--- src/rtl/pwr_seq_pkg.sv ---
// Shared constants for the regulator sequencer.
// Assumes a fixed 8-bit register word with the field layout below.
package pwr_seq_pkg;
    parameter int NCH_DEF  = 3;             // number of regulator channels
    parameter int DLY_W    = 3;             // width of a delay code
    parameter int DATA_W   = 8;             // register word width
    localparam int CNT_W   = 1 << DLY_W;    // holds 2^(2^DLY_W - 1)
    localparam int STAT_BIT = 0;
    localparam int DLY_LSB  = 1;
    localparam int MASK_BIT = DLY_LSB + DLY_W;
    localparam int MODE_BIT = MASK_BIT + 1;
endpackage

--- src/rtl/pwr_seq_delay.sv ---
// Turn-on delay for one channel. Counts ticks while start is held and
// raises the enable once 2^code ticks have been seen; code 0 passes
// start straight through. Assumes tick is a single-cycle pulse.
module pwr_seq_delay
    import pwr_seq_pkg::*;
(
    input  logic             clk,
    input  logic             rst_n,
    input  logic             tick,
    input  logic             start,
    input  logic [DLY_W-1:0] code,
    output logic             en
);
    logic [CNT_W-1:0] cnt_q;
    logic [CNT_W-1:0] cnt_inc;
    logic [CNT_W-1:0] target;
    logic             done_q;
    logic             zero_code;

    // Derive the tick target and the next count value.
    always_comb begin
        zero_code = (code == '0);
        target    = CNT_W'(1) << code;
        cnt_inc   = cnt_q + CNT_W'(1);
    end

    // Count ticks during a held request; freeze once the wait has elapsed.
    always_ff @(posedge clk) begin
        if (!rst_n) begin
            cnt_q  <= '0;
            done_q <= 1'b0;
        end else if (!start) begin
            cnt_q  <= '0;
            done_q <= 1'b0;
        end else if (zero_code) begin
            done_q <= 1'b1;
        end else if (tick && !done_q) begin
            cnt_q <= cnt_inc;
            if (cnt_inc >= target) begin
                done_q <= 1'b1;
            end
        end
    end

    // Enable drops with the request in the same cycle.
    assign en = start && (done_q || zero_code);

    // a non-zero wait can only complete on a tick edge.
    p_done_on_tick_r2: assert property (@(posedge clk) disable iff (!rst_n)
        ($rose(done_q) && $past(code) != '0) |-> $past(tick));

    // a dropped request wipes the pending count.
    p_drop_clears_r4: assert property (@(posedge clk) disable iff (!rst_n)
        !start |=> (cnt_q == '0 && !done_q));
endmodule

--- src/rtl/pwr_seq_fault.sv ---
// Fault latch for one channel. Sets on an unmasked undervoltage while
// enabled, clears on a status read. Assumes uv is already synchronous.
module pwr_seq_fault (
    input  logic clk,
    input  logic rst_n,
    input  logic uv,
    input  logic en,
    input  logic mask_en,
    input  logic rd_clr,
    output logic flag,
    output logic ok
);
    logic flag_q;

    // Live power-good: regulator on and above threshold.
    assign ok = en && !uv;

    // Latch the fault; a status read wins over a new set at the same edge.
    always_ff @(posedge clk) begin
        if (!rst_n) begin
            flag_q <= 1'b0;
        end else if (rd_clr) begin
            flag_q <= 1'b0;
        end else if (uv && en && mask_en) begin
            flag_q <= 1'b1;
        end
    end

    assign flag = flag_q;

    // a flag only rises with an unmasked fault on an enabled channel.
    p_flag_cause_r5: assert property (@(posedge clk) disable iff (!rst_n)
        $rose(flag_q) |-> $past(uv && en && mask_en));

    // the status read releases the flag at the next edge.
    p_read_clears_r7: assert property (@(posedge clk) disable iff (!rst_n)
        rd_clr |=> !flag_q);
endmodule

--- src/rtl/pwr_seq_regs.sv ---
// Per-channel configuration words, write decode, read mux and the
// read-clear strobes. Unmapped addresses read zero and ignore writes.
module pwr_seq_regs
    import pwr_seq_pkg::*;
#(
    parameter int NCH    = NCH_DEF,
    parameter int ADDR_W = 2
) (
    input  logic                      clk,
    input  logic                      rst_n,
    input  logic                      wr_en,
    input  logic [ADDR_W-1:0]         wr_addr,
    input  logic [DATA_W-1:0]         wr_data,
    input  logic                      rd_en,
    input  logic [ADDR_W-1:0]         rd_addr,
    input  logic [NCH-1:0]            ok,
    output logic [NCH-1:0][DLY_W-1:0] dly,
    output logic [NCH-1:0]            mask_en,
    output logic [NCH-1:0]            mode,
    output logic [NCH-1:0]            rd_clr,
    output logic [DATA_W-1:0]         rd_data
);
    logic [NCH-1:0][DLY_W-1:0] dly_q;
    logic [NCH-1:0]            mask_q;
    logic [NCH-1:0]            mode_q;
    logic                      unused_bits;

    assign unused_bits = ^{wr_data[STAT_BIT], wr_data[DATA_W-1:MODE_BIT+1]};

    // Store the writable fields of the addressed channel.
    always_ff @(posedge clk) begin
        if (!rst_n) begin
            dly_q  <= '0;
            mask_q <= '0;
            mode_q <= '0;
        end else if (wr_en) begin
            for (int i = 0; i < NCH; i++) begin
                if (wr_addr == ADDR_W'(i)) begin
                    dly_q[i]  <= wr_data[DLY_LSB +: DLY_W];
                    mask_q[i] <= wr_data[MASK_BIT];
                    mode_q[i] <= wr_data[MODE_BIT];
                end
            end
        end
    end

    // Assemble the word for the read address and decode the clear strobes.
    always_comb begin
        rd_data = '0;
        rd_clr  = '0;
        for (int i = 0; i < NCH; i++) begin
            if (rd_addr == ADDR_W'(i)) begin
                rd_data[STAT_BIT]           = ok[i];
                rd_data[DLY_LSB +: DLY_W]   = dly_q[i];
                rd_data[MASK_BIT]           = mask_q[i];
                rd_data[MODE_BIT]           = mode_q[i];
                rd_clr[i]                   = rd_en;
            end
        end
    end

    assign dly     = dly_q;
    assign mask_en = mask_q;
    assign mode    = mode_q;

    // a write to a channel lands in its mask and mode fields.
    for (genvar g = 0; g < NCH; g++) begin : g_chk
        p_write_lands_r9: assert property (@(posedge clk) disable iff (!rst_n)
            (wr_en && wr_addr == ADDR_W'(g)) |=>
            (mask_q[g] == $past(wr_data[MASK_BIT]) &&
             mode_q[g] == $past(wr_data[MODE_BIT])));
    end
endmodule

--- src/rtl/pwr_seq_irq_ctrl.sv ---
// Top: turn-on delay per channel, fault latch per channel, register
// port, and the shared active-low interrupt. All inputs are assumed
// synchronous to clk.
module pwr_seq_irq_ctrl
    import pwr_seq_pkg::*;
#(
    parameter int NCH = NCH_DEF,
    localparam int ADDR_W = (NCH > 1) ? $clog2(NCH) : 1
) (
    input  logic              clk,
    input  logic              rst_n,
    input  logic              tick_ms,
    input  logic [NCH-1:0]    start_req,
    input  logic [NCH-1:0]    uv_flag,
    input  logic              wr_en,
    input  logic [ADDR_W-1:0] wr_addr,
    input  logic [DATA_W-1:0] wr_data,
    input  logic              rd_en,
    input  logic [ADDR_W-1:0] rd_addr,
    output logic [DATA_W-1:0] rd_data,
    output logic [NCH-1:0]    reg_en,
    output logic [NCH-1:0]    force_pwm,
    output logic              irq_n
);
    logic [NCH-1:0][DLY_W-1:0] dly;
    logic [NCH-1:0]            mask_en;
    logic [NCH-1:0]            mode;
    logic [NCH-1:0]            rd_clr;
    logic [NCH-1:0]            ok;
    logic [NCH-1:0]            flag;

    pwr_seq_regs #(.NCH(NCH), .ADDR_W(ADDR_W)) u_regs (
        .clk     (clk),
        .rst_n   (rst_n),
        .wr_en   (wr_en),
        .wr_addr (wr_addr),
        .wr_data (wr_data),
        .rd_en   (rd_en),
        .rd_addr (rd_addr),
        .ok      (ok),
        .dly     (dly),
        .mask_en (mask_en),
        .mode    (mode),
        .rd_clr  (rd_clr),
        .rd_data (rd_data)
    );

    for (genvar g = 0; g < NCH; g++) begin : g_ch
        pwr_seq_delay u_dly (
            .clk   (clk),
            .rst_n (rst_n),
            .tick  (tick_ms),
            .start (start_req[g]),
            .code  (dly[g]),
            .en    (reg_en[g])
        );
        pwr_seq_fault u_flt (
            .clk     (clk),
            .rst_n   (rst_n),
            .uv      (uv_flag[g]),
            .en      (reg_en[g]),
            .mask_en (mask_en[g]),
            .rd_clr  (rd_clr[g]),
            .flag    (flag[g]),
            .ok      (ok[g])
        );
    end

    // Combine latched faults into the shared interrupt; pass the mode out.
    assign irq_n     = ~|flag;
    assign force_pwm = mode;

    // the interrupt falls only after an unmasked fault on an enabled channel.
    p_irq_cause_r6: assert property (@(posedge clk) disable iff (!rst_n)
        $fell(irq_n) |-> $past(|(uv_flag & reg_en & mask_en)));

    // the interrupt releases only after a status read.
    p_irq_release_r7: assert property (@(posedge clk) disable iff (!rst_n)
        $rose(irq_n) |-> $past(rd_en));
endmodule

--- config.mk ---
export PLATFORM = sky130hd
export DESIGN_NAME = pwr_seq_irq_ctrl
export DESIGN_NICKNAME = d
export VERILOG_FILES = /design/src/rtl/pwr_seq_pkg.sv /design/src/rtl/pwr_seq_delay.sv /design/src/rtl/pwr_seq_fault.sv /design/src/rtl/pwr_seq_regs.sv /design/src/rtl/pwr_seq_irq_ctrl.sv
export SDC_FILE = /design/constraint.sdc
export NUM_CORES = 1
export LEC_CHECK = 0
export ABC_CLOCK_PERIOD_IN_PS = 2300
export CORE_ASPECT_RATIO = 1.5
export CORE_MARGIN = 2
export CORE_UTILIZATION = 41
export CTS_BUF_LIST = sky130_fd_sc_hd__clkbuf_4 sky130_fd_sc_hd__clkbuf_8
export DETAILED_ROUTE_END_ITERATION = 6
export SLEW_MARGIN = 10
export SYNTH_ARGS = -nofsm -noshare
export SYNTH_HDL_FRONTEND = slang
export SYNTH_SLANG_ARGS = --single-unit
--- constraint.sdc ---
create_clock -name clk -period 2.3 [get_ports clk]
set_input_delay 0.46 -clock clk [delete_from_list [all_inputs] [get_ports clk]]
set_output_delay 0.46 -clock clk [all_outputs]
set_load 0.005 [all_outputs]
==> out/qor.yml <==
worst_setup_path:
  critPathLaunchType: "flip-flop"
  cp_data_arrival_time_ns: 1.74
  worstReg2RegStart: "g_ch[1].u_dly.cnt_q[2]"
  worstPathMaxFanout: 4
  crit_required_ns: 1.84
  crit_path_end_kind: "output pin"
  rr_worst_depth: 8
  rrSetupSlack_ns: 0.20
  crit_type: "flip-flop to output pin"
  r2r_end: "g_ch[1].u_dly.done_q"
cells_and_area:
  nNetsFinal: 471
  diodes: 0
  syn2layout_area_growth_pct: 25.6
  drive_gt1_share_pct: 15.9
  stdcell_count: 522
detailed_routing:
  avgViaCountPerCell: 5.10
  wl_met3_um: 183
  dr.pass1.iters: 4
  maxUsedRoutingLayer: "met4"
  drcViolationCount: 0
  wl_met2_mm: 3.71
  ant_nets: 0
  m1WireLength_mm: 2.83
  routed_wl_mm: 6.90
  drt_iter0_drc: 83
  avgRoutedWirePerCell_um: 13.2
  vias: 2661
power_and_ir_drop:
  power_leakage_nw: 1.57
  power_switching_w: 0.000437
  pwr-share-seq_pct: 44.8
  clockPowerShare_pct: 40.5
  swShare_pct: 24.3
  p_per_area_nw_per_um2: 476
  p_int_w: 0.00136
  ir_worst_vdd_mv: 0.441
  combPwrFrac_pct: 14.8
synth:
  synth_area_leader_cell: "dfxtp_1"
  synth-edff-count: 0
  syn-cell-area_um2: 3010
  yosysTopAreaCellShare_pct: 30.0
  postSynthAreaPerCell_um2: 8.21
  ys.flop_type: "dfxtp_1"
  synth_common_cells: "dfxtp_1, nand2_1, nor2_1, ha_1, a21oi_1"
  yosysSeqAreaShare_pct: 30.0
  synth_most_common_cell: "dfxtp_1"
  ys_ff_latch: 45
  synth_top_cells_by_area: "dfxtp_1, ha_1, mux2i_1"
  synthDistinctLibCells: 44
  synthArstFlopShare_pct: 0
  syn_inst: 366
  ys.warnings.count: 0
floorplan:
  rows: 38
  fp.dieArea_um2: 8050
  ios: 38
  dieWidth_um: 73.9
  die_y_um: 109
  coreArea_um2: 7180
  start_util_pct: 41.9
cts:
  cts.clk_slew.worst_paths_ns: 0.09
  numCtsBuffers: 5
  insertion_delay_ns: 0.31
  cts_hold_buf: 0
  clock_path_buffers: 2
  clockRootBuffer: "clkbuf_8"
  h-tree-depth: 2
  cts.sinks: 45
  cts_tree: "built"
worst_hold_path:
  hold_path.startpoint: "g_ch[1].u_dly.cnt_q[1]"
  hold_class: "flip-flop to flip-flop"
  holdPathEnd: "g_ch[1].u_dly.cnt_q[1]"
  hold_depth: 2
global_route:
  grt_overflow: 0
  grtUsageTotal_pct: 19.1
  grt_pass1_wl_mm: 11.9
  grt_pass1_vias: 2684
  grt_max_degree: 15
  antenna_found_initial: 0
run_status:
  status: "completed"
sta:
  grt_setup_unrepaired: "no"
  tightest_slew_ns: 0.573
  post-route-period-util_pct: 95.8
  relSlewSlack_pct: 61.6
  fin_crit_ns: 2.20
  setup_viol: 0
  skew_ns: 0.00491
  maxSlewViolCount: 0
  final_hold_viol_count: 0
  max_freq_mhz: 454
  hold_ws_ns: 0.483
placed_design:
  place_congestion: 0.825
  dp_cells: 510
  dp_hpwl_mm: 5.43
  numPortBuffers: 32
job:
  drv_cap: 0
## power by group through the flow
stage / logic, W / clock network (W) / registers, W
after floorplan: 0.000136 / 0 / 0.000818
after global routing: 0.000296 / 0.000783 / 0.000807
after global placement: 0.000251 / 0 / 0.000822
after detailed placement: 0.000253 / 0 / 0.000822
after CTS: 0.000264 / 0.000748 / 0.000804
final: 0.000265 / 0.000727 / 0.000805
## flip-flops by register name (all words and copies together) (netlist names)
signal / cells
g_ch.u_dly.done_q: 3
g_ch.u_dly.cnt_q: 24
g_ch.u_flt.flag: 3
u_regs.mask_en: 3
u_regs.dly: 9
u_regs.mode: 3
## cell usage in the layout, fill, tap and decap left out, types with 6 or more instances in the layout
cell type / instances
dfxtp_1: 43
nand2_1: 38
nor2_1: 35
buf_4: 35
ha_1: 27
clkdlybuf4s50_1: 22
a21oi_1: 21
mux2i_1: 20
xnor2_1: 18
nor2b_1: 16
o21ai_0: 16
nand3_1: 13
xor2_1: 12
nand3b_1: 12
nor3_1: 9
inv_1: 8
dlygate4sd2_1: 8
nor4_1: 6
## cell families (layout without fill, tap and decap cells)
logic type	after synthesis	count (layout)	synth area share, %
compound gates	57	57	11.4
fa+ha+maj	27	27	11.2
simple gates	157	157	27.2
flops	45	45	30.0
xor+xnor	30	30	8.74
other cells	1	2	0.125
buf+inv	29	84	4.74
mux	20	20	6.66
## repair_timing
item / CTS / global route
buffers inserted: 4 / 1
endpoints found under the setup margin: 9 / 4
pin swaps: 3 / 1
resized for setup: 17 / 8
## worst max path at each step
stage                      startpoint                    to  slack (ns)  depth (start not counted)
6_report                u_regs.dly[6]             reg_en[2]         0.1                          4
5_1_grt        g_ch[2].u_dly.cnt_q[1]  g_ch[2].u_dly.done_q        0.01                          9
4_1_cts                 u_regs.dly[6]             reg_en[2]        0.02                          4
3_5_place_dp             start_req[1]            rd_data[0]       -0.22                          5
3_3_place_gp             start_req[1]            rd_data[0]       -0.19                          5
2_1_floorplan  g_ch[2].u_dly.cnt_q[2]  g_ch[2].u_dly.done_q        0.28                         10
## critical path, cell delays in order (launching register included)
cell             delay, ns
dfxtp_1               0.32
or3_4                 0.42
nand2_4               0.08
and2_1                0.12
clkdlybuf4s50_1       0.49
## per-stage QoR
step           instance area, µm²  setup slack (ns)  TNS [ns]  util (%)  total power (W)
3_5_place_dp                 3580            -0.221    -0.760      49.9          0.00107
6_report                     3780            0.0972         0      52.6          0.00180
2_1_floorplan                3010             0.280         0         -         0.000955
5_1_grt                      3780            0.0114         0      52.6          0.00189
3_3_place_gp                 3580            -0.192    -0.740      49.9          0.00107
4_1_cts                      3760            0.0183         0      52.3          0.00182
## area by class of cell
type                            count  area, µm²
Fill cell                         689       3400
Multi-Input combinational cell    293       2010
Sequential cell                    45        903
Timing Repair Buffer               67        571
Tap cell                          100        125
Clock buffer                        5       68.8
Clock inverter                      3       65.1
Inverter                            9       33.8
## routing by layer
| metal | track usage [%] | vias to the layer above |
|---|---|---|
| met5 | 0 | - |
| met4 | 8.05 | 0 |
| met3 | 3.60 | 12 |
| met2 | 35.6 | 40 |
| met1 | 20.4 | 1225 |
| li1 | - | 1384 |
No activity file was read; power rests on OpenSTA's default activity.
